--- src/rtl/wp_fetch_pkg.sv ---
`timescale 1ns/1ps
package wp_fetch_pkg;
    typedef enum logic [1:0] {
        ST_IDLE  = 2'd0,
        ST_READ  = 2'd1,
        ST_RETRY = 2'd2
    } rd_state_e;
endpackage

--- src/rtl/wp_hit_encode.sv ---
`timescale 1ns/1ps
module wp_hit_encode #(
    parameter int NUM_WAYS = 4,
    localparam int WAY_W = $clog2(NUM_WAYS)
) (
    input  logic [NUM_WAYS-1:0] hit_vec,
    output logic                hit_any,
    output logic [WAY_W-1:0]    hit_way
);
    always_comb begin
        hit_any = |hit_vec;
        hit_way = '0;
        for (int w = 0; w < NUM_WAYS; w++) begin
            if (hit_vec[w]) hit_way = hit_way | WAY_W'(w);
        end
    end
endmodule

--- src/rtl/wp_pred_table.sv ---
`timescale 1ns/1ps
module wp_pred_table #(
    parameter int SETS  = 64,
    parameter int WAY_W = 2,
    localparam int IDX_W = $clog2(SETS)
) (
    input  logic             clk,
    input  logic             rst_n,
    input  logic [IDX_W-1:0] rd_set,
    output logic [WAY_W-1:0] rd_way,
    input  logic             hit_we,
    input  logic [IDX_W-1:0] hit_set,
    input  logic [WAY_W-1:0] hit_way,
    input  logic             fill_we,
    input  logic [IDX_W-1:0] fill_set,
    input  logic [WAY_W-1:0] fill_way
);
    logic [WAY_W-1:0] last_way_q [SETS];

    // Refill is written last so it wins over a same-set hit.
    always_ff @(posedge clk or negedge rst_n) begin
        if (!rst_n) begin
            for (int s = 0; s < SETS; s++) last_way_q[s] <= '0;
        end else begin
            if (hit_we)  last_way_q[hit_set]  <= hit_way;
            if (fill_we) last_way_q[fill_set] <= fill_way;
        end
    end

    assign rd_way = last_way_q[rd_set];
endmodule

--- src/rtl/wp_sat_counter.sv ---
`timescale 1ns/1ps
module wp_sat_counter #(
    parameter int CNT_W = 16
) (
    input  logic             clk,
    input  logic             rst_n,
    input  logic             bump,
    output logic [CNT_W-1:0] count
);
    always_ff @(posedge clk or negedge rst_n) begin
        if (!rst_n)                    count <= '0;
        else if (bump && count != '1)  count <= count + CNT_W'(1);
    end
endmodule

--- src/rtl/wp_fetch_ctrl.sv ---
`timescale 1ns/1ps
module wp_fetch_ctrl
    import wp_fetch_pkg::*;
#(
    parameter int NUM_WAYS = 4,
    parameter int SETS     = 64,
    parameter int DATA_W   = 32,
    parameter int CNT_W    = 16,
    localparam int WAY_W   = $clog2(NUM_WAYS),
    localparam int IDX_W   = $clog2(SETS)
) (
    input  logic                       clk,
    input  logic                       rst_n,
    input  logic                       pred_off,
    input  logic                       req_valid,
    input  logic [IDX_W-1:0]           req_set,
    input  logic [NUM_WAYS-1:0]        hit_vec,
    input  logic                       refill_valid,
    input  logic [IDX_W-1:0]           refill_set,
    input  logic [WAY_W-1:0]           refill_way,
    output logic [NUM_WAYS-1:0]        bank_en,
    output logic [IDX_W-1:0]           bank_set,
    input  logic [NUM_WAYS*DATA_W-1:0] bank_rdata,
    output logic                       rdata_valid,
    output logic [DATA_W-1:0]          rdata,
    output logic                       stall,
    output logic                       miss,
    output logic [CNT_W-1:0]           mispred_cnt
);
    localparam logic [NUM_WAYS-1:0] ONE_BANK = NUM_WAYS'(1);

    rd_state_e        state_q, state_d;
    logic [WAY_W-1:0] rd_way_q;
    logic [IDX_W-1:0] rd_set_q;
    logic             rd_nohit_q;
    logic             rd_wrong_q;

    logic             accept;
    logic             hit_any;
    logic [WAY_W-1:0] hit_way;
    logic [WAY_W-1:0] guess_way;
    logic             wrong_now;
    logic [DATA_W-1:0] bank_word [NUM_WAYS];

    for (genvar w = 0; w < NUM_WAYS; w++) begin : g_unpack
        assign bank_word[w] = bank_rdata[w*DATA_W +: DATA_W];
    end

    wp_hit_encode #(.NUM_WAYS(NUM_WAYS)) i_enc (
        .hit_vec (hit_vec),
        .hit_any (hit_any),
        .hit_way (hit_way)
    );

    wp_pred_table #(.SETS(SETS), .WAY_W(WAY_W)) i_table (
        .clk      (clk),
        .rst_n    (rst_n),
        .rd_set   (req_set),
        .rd_way   (guess_way),
        .hit_we   (accept && hit_any),
        .hit_set  (req_set),
        .hit_way  (hit_way),
        .fill_we  (refill_valid),
        .fill_set (refill_set),
        .fill_way (refill_way)
    );

    assign stall     = (state_q == ST_READ) && rd_wrong_q;
    assign accept    = req_valid && !stall;
    assign wrong_now = accept && !pred_off && hit_any && (hit_way != guess_way);

    wp_sat_counter #(.CNT_W(CNT_W)) i_cnt (
        .clk   (clk),
        .rst_n (rst_n),
        .bump  (wrong_now),
        .count (mispred_cnt)
    );

    // State register and per-read capture
    always_ff @(posedge clk or negedge rst_n) begin
        if (!rst_n) begin
            state_q    <= ST_IDLE;
            rd_way_q   <= '0;
            rd_set_q   <= '0;
            rd_nohit_q <= 1'b0;
            rd_wrong_q <= 1'b0;
        end else begin
            state_q <= state_d;
            if (accept) begin
                rd_way_q   <= hit_way;
                rd_set_q   <= req_set;
                rd_nohit_q <= !hit_any;
                rd_wrong_q <= wrong_now;
            end
        end
    end

    // Next state
    always_comb begin
        state_d = ST_IDLE;
        unique case (state_q)
            ST_IDLE:  state_d = accept ? ST_READ : ST_IDLE;
            ST_READ:  begin
                if (rd_wrong_q)  state_d = ST_RETRY;
                else if (accept) state_d = ST_READ;
                else             state_d = ST_IDLE;
            end
            ST_RETRY: state_d = accept ? ST_READ : ST_IDLE;
            default:  state_d = ST_IDLE;
        endcase
    end

    // Outputs
    always_comb begin
        bank_en     = '0;
        bank_set    = req_set;
        rdata_valid = 1'b0;
        miss        = 1'b0;
        unique case (state_q)
            ST_READ: begin
                if (rd_wrong_q) begin
                    bank_en  = ONE_BANK << rd_way_q;
                    bank_set = rd_set_q;
                end else if (rd_nohit_q) begin
                    miss = 1'b1;
                end else begin
                    rdata_valid = 1'b1;
                end
            end
            ST_RETRY: rdata_valid = 1'b1;
            default: ;
        endcase
        if (accept) bank_en = pred_off ? '1 : (ONE_BANK << guess_way);
    end

    assign rdata = bank_word[rd_way_q];
endmodule

--- config.mk ---
export PLATFORM = sky130hd
export DESIGN_NAME = wp_fetch_ctrl
export DESIGN_NICKNAME = d
export VERILOG_FILES = /design/src/rtl/wp_fetch_pkg.sv /design/src/rtl/wp_hit_encode.sv /design/src/rtl/wp_pred_table.sv /design/src/rtl/wp_sat_counter.sv /design/src/rtl/wp_fetch_ctrl.sv
export SDC_FILE = /design/constraint.sdc
export NUM_CORES = 1
export LEC_CHECK = 0
export ABC_AREA = 1
export BUFFER_PORTS_ARGS = -buffer_cell sky130_fd_sc_hd__buf_4
export CORE_AREA = 2 2 191 193
export DETAILED_ROUTE_END_ITERATION = 6
export DIE_AREA = 0 0 193 195
export PLACE_DENSITY = 0.59
export SYNTH_ARGS = -nofsm -noshare
export SYNTH_HDL_FRONTEND = slang
export SYNTH_HIERARCHICAL = 1
export SYNTH_SLANG_ARGS = --single-unit
--- constraint.sdc ---
create_clock -name clk -period 2.4 [get_ports clk]
set_clock_uncertainty 0.2 [all_clocks]
set_input_delay 0.48 -clock clk [delete_from_list [all_inputs] [get_ports clk]]
set_output_delay 0.48 -clock clk [all_outputs]
set_load 0.02 [all_outputs]
==> load_flow_metrics.sql <==
INSERT INTO impl_metrics (metric_group, metric, value, unit) VALUES
('status', 'run_status', 'complete, but fails checks', ''),
('status', 'failed_checks', 'design-rule violations, negative setup slack', ''),
('power', 'ir_drop', '0.000465', 'V'),
('global_route', 'first_pass_grt_wire_length', '68.6', 'mm'),
('floorplanning', 'placement_rows', '69', ''),
('synth', 'synth.mux.area_fraction', '0', ''),
('global_route', 'grt_pass1_vias', '11700', ''),
('cells_and_area', 'finish.net_count', '2041', ''),
('power', 'power.clock.fraction', '0.255', ''),
('synth', 'post_syn_area_per_cell', '6.65', 'sq um'),
('floorplanning', 'fp.dieH', '195', 'um'),
('sta', 'slew-limit-headroom', '0.155', ''),
('critical_path', 'critPathMaxStageDelay', '170', 'ps'),
('global_route', 'grt_util_all_layers', '0.238', ''),
('sta', 'finalHoldWorstSlack', '187', 'ps'),
('synth', 'seq_area_frac_synth', '0.371', ''),
('place', 'globalplace.congestion', '0.909', ''),
('place', 'numPortBuffers', '211', ''),
('critical_path', 'critical_path.max_fanout', '7', ''),
('critical_path', 'startpoint_to_endpoint_class_of_the_critical_path', 'in -> out', ''),
('cells_and_area', 'layout_common_cells', 'sky130_fd_sc_hd__nand2_1 (544), sky130_fd_sc_hd__buf_4 (258), sky130_fd_sc_hd__dfrtp_1 (154)', ''),
('clocking', 'clkSinkCount', '156', ''),
('synth', 'synth_top_area_cell', 'sky130_fd_sc_hd__dfrtp_1', ''),
('cells_and_area', 'multi_input_comb_area', '0.00654', 'sq mm'),
('clocking', 'root_buffer_cell', 'sky130_fd_sc_hd__clkbuf_16', ''),
('cells_and_area', 'final_common_cell', 'sky130_fd_sc_hd__nand2_1', ''),
('sta', 'highest_attainable_clock_frequency', '361', 'MHz'),
('sta', 'final_setup_fails', '44', ''),
('flow_run', 'max_cap_violations', '0', ''),
('synth', 'syn_nets', '1740', ''),
('critical_path', 'critical-path-slowest-cell', 'sky130_fd_sc_hd__buf_4', ''),
('power', 'p_comb_frac', '0.401', ''),
('synth', 'yosys_warnings', '6', ''),
('synth', 'synth_flop_cell', 'sky130_fd_sc_hd__dfrtp_1', ''),
('floorplanning', 'die_x', '193', 'um'),
('cells_and_area', 'area.growth.synth_to_final', '48.7', '%'),
('synth', 'yosys_register_bits', '156', ''),
('sta', 'fin_ws', '-367', 'ps'),
('cells_and_area', 'regArea', '0.00391', 'sq mm'),
('global_route', 'overflow', '0', ''),
('power', 'cell_internal_power_dissipation', '6.86', 'mW'),
('floorplanning', 'core_area', '0.0354', 'sq mm'),
('synth', 'share_of_the_synthesized_area_in_the_top_cell_type', '0.371', ''),
('power', 'net-switching-power', '4.25', 'mW'),
('routing', 'drt_pre_antenna_iters', '7', ''),
('synth', 'fraction_of_synthesis_flops_using_an_asynchronous_set_or_reset_pin', '1.00', ''),
('clocking', 'cts_inserted_buffers', '17', ''),
('sta', 'tightestPinTransition', '1260', 'ps'),
('synth', 'post_synth_main_area_contributors', 'sky130_fd_sc_hd__dfrtp_1 (37%), sky130_fd_sc_hd__nand2_1 (22%), sky130_fd_sc_hd__o21ai_0 (6.8%), sky130_fd_sc_hd__nand3_1 (6.5%), sky130_fd_sc_hd__inv_1 (2.9%)', ''),
('synth', 'number_of_enable_type_register_cells_in_the_synthesized_netlist', '0', ''),
('cells_and_area', 'final_layout_size_suffix_gt1_frac', '0.319', ''),
('routing', 'route.detailed.drc', '1', ''),
('sta', 'rsz_0062_raised_after_global_routing', 'true', ''),
('routing', 'drt-vias-per-instance', '5.35', ''),
('synth', 'synth_cell_type_count', '39', ''),
('min_path', 'classification_of_the_worst_slack_hold_path', 'in -> reg', ''),
('floorplanning', 'initial_core_util', '0.297', ''),
('sta', 'final_max_slew_viol_count', '0', ''),
('critical_path', 'critical_path.endpoint_type', 'primary output', ''),
('routing', 'ant_nets', '0', ''),
('routing', 'dr.first_iter.drc_count', '1102', ''),
('floorplanning', 'die-area', '0.0376', 'sq mm'),
('floorplanning', 'io_pins', '212', ''),
('critical_path', 'worst-endpoint-arrival', '2090', 'ps'),
('global_route', 'initial_antenna_violation_count', '1', ''),
('synth', 'synth-compound-area-share', '0.154', ''),
('power', 'switching_share', '0.382', ''),
('synth', 'syn-cell-area', '0.0105', 'sq mm'),
('sta', 'timing.final.crit_period', '2770', 'ps'),
('power', 'cellPowerDensity', '710', 'mW/mm^2'),
('power', 'power.total', '11.1', 'mW');
==> layer usage <==
| layer | share of wire | global-route usage |
|---|---|---|
| met4 | 0.041 | 0.101 |
| met5 | 0 | 0 |
| met1 | 0.40 | 0.304 |
| met2 | 0.47 | 0.390 |
| met3 | 0.090 | 0.0476 |
==> cell families (layout without fill, tap and decap cells) <==
group | count (synthesis) | after routing
compound gates | 295 | 295
xor+xnor | 4 | 4
fa+ha+maj | 5 | 5
buf+inv | 186 | 499
flops | 156 | 156
other cells | 0 | 1
simple gates | 938 | 939
==> per-stage QoR <==
step	std cells	area, sq um	setup TNS (ps)	util
floorplan	1584	10800	-76.7	-
global placement	2262	13300	-10110	0.374
detailed placement	2262	13300	-13070	0.374
CTS	2335	14800	-5240	0.418
global route	2360	15700	-10130	0.442
finish	2360	15700	-6860	0.442
==> path summary, 6_finish.rpt <==
check                                                 start                          endpoint  slack (ps)  cells past startpoint
setup / recovery                                 req_set[0]                        bank_en[3]        -370                     15
hold / removal                                refill_set[4]  i_table/last_way_q[45]$_DFF_PN0_         190                      4
setup reg to reg           i_table/last_way_q[29]$_DFF_PN0_        i_cnt/count[9]$_DFFE_PN0P_          40                     19
hold reg to reg                     rd_set_q[4]$_DFFE_PN0P_           rd_set_q[4]$_DFFE_PN0P_         300                      2
max in group asynchronous                             rst_n        i_cnt/count[2]$_DFFE_PN0P_         870                      3
min in group asynchronous                             rst_n  i_table/last_way_q[76]$_DFF_PN0_         290                      2
==> Yosys cell counts, types with 7 or more instances <==
| cell | instances |
|---|---|
| sky130_fd_sc_hd__o22ai_1 | 41 |
| sky130_fd_sc_hd__inv_1 | 82 |
| sky130_fd_sc_hd__nand4_1 | 49 |
| sky130_fd_sc_hd__inv_2 | 19 |
| sky130_fd_sc_hd__buf_2 | 27 |
| sky130_fd_sc_hd__nor2_1 | 81 |
| sky130_fd_sc_hd__dfrtp_1 | 156 |
| sky130_fd_sc_hd__nor3_2 | 8 |
| sky130_fd_sc_hd__nor2_2 | 14 |
| sky130_fd_sc_hd__nand2_1 | 618 |
| sky130_fd_sc_hd__a31oi_1 | 29 |
| sky130_fd_sc_hd__o21ai_0 | 143 |
| sky130_fd_sc_hd__clkbuf_1 | 46 |
| sky130_fd_sc_hd__nor3_1 | 8 |
| sky130_fd_sc_hd__o211ai_1 | 19 |
| sky130_fd_sc_hd__nand3_1 | 137 |
| sky130_fd_sc_hd__nor3_4 | 7 |
| sky130_fd_sc_hd__a21oi_1 | 50 |
| sky130_fd_sc_hd__o21ai_1 | 11 |
==> cell type report <==
| cell class | instances | share of cell area |
|---|---|---|
| well taps | 461 | 0.0368 |
| repair buffers | 359 | 0.226 |
| multi-input cells | 1243 | 0.418 |
| inverters | 106 | 0.0299 |
| flip-flops and latches | 156 | 0.250 |
| clock inverters | 13 | 0.00991 |
| clock buffers | 19 | 0.0283 |
| repair inverters | 2 | 0.00152 |
| diodes | 1 | 0.000160 |
==> power groups by stage <==
stage | Clock (mW) | Sequential, mW | Combinational [mW]
after global placement | 0 | 3.83 | 3.40
after floorplan | 0 | 3.69 | 2.06
final | 2.84 | 3.82 | 4.46
after global routing | 3.00 | 3.89 | 4.79
after detailed placement | 0 | 3.82 | 3.46
after CTS | 2.86 | 3.79 | 3.98
==> critical path: cells and delay by family <==
family | cells | cell delay (ps)
simple gates | 8 | 670
buf+inv | 5 | 670
compound gates | 2 | 240
==> repair_timing <==
action / 4_1_cts / 5_1_grt
hold buffers: 1 / 0
endpoints found under the setup margin: 145 / 164
buffers inserted: 33 / 17
gates resized for setup: 143 / 135
gates cloned: 8 / 13
hold endpoints to repair: 24 / 0
pin swaps: 49 / 41
==> state kept, by name (all words and copies together) (netlist names) <==
signal / cells
rd_wrong_q: 1
rd_way_q: 2
rd_nohit_q: 1
i_cnt/count: 16
state_q: 2
rd_set_q: 6
i_table/last_way_q: 128
Note: power is estimated with default switching activity, not from simulation.
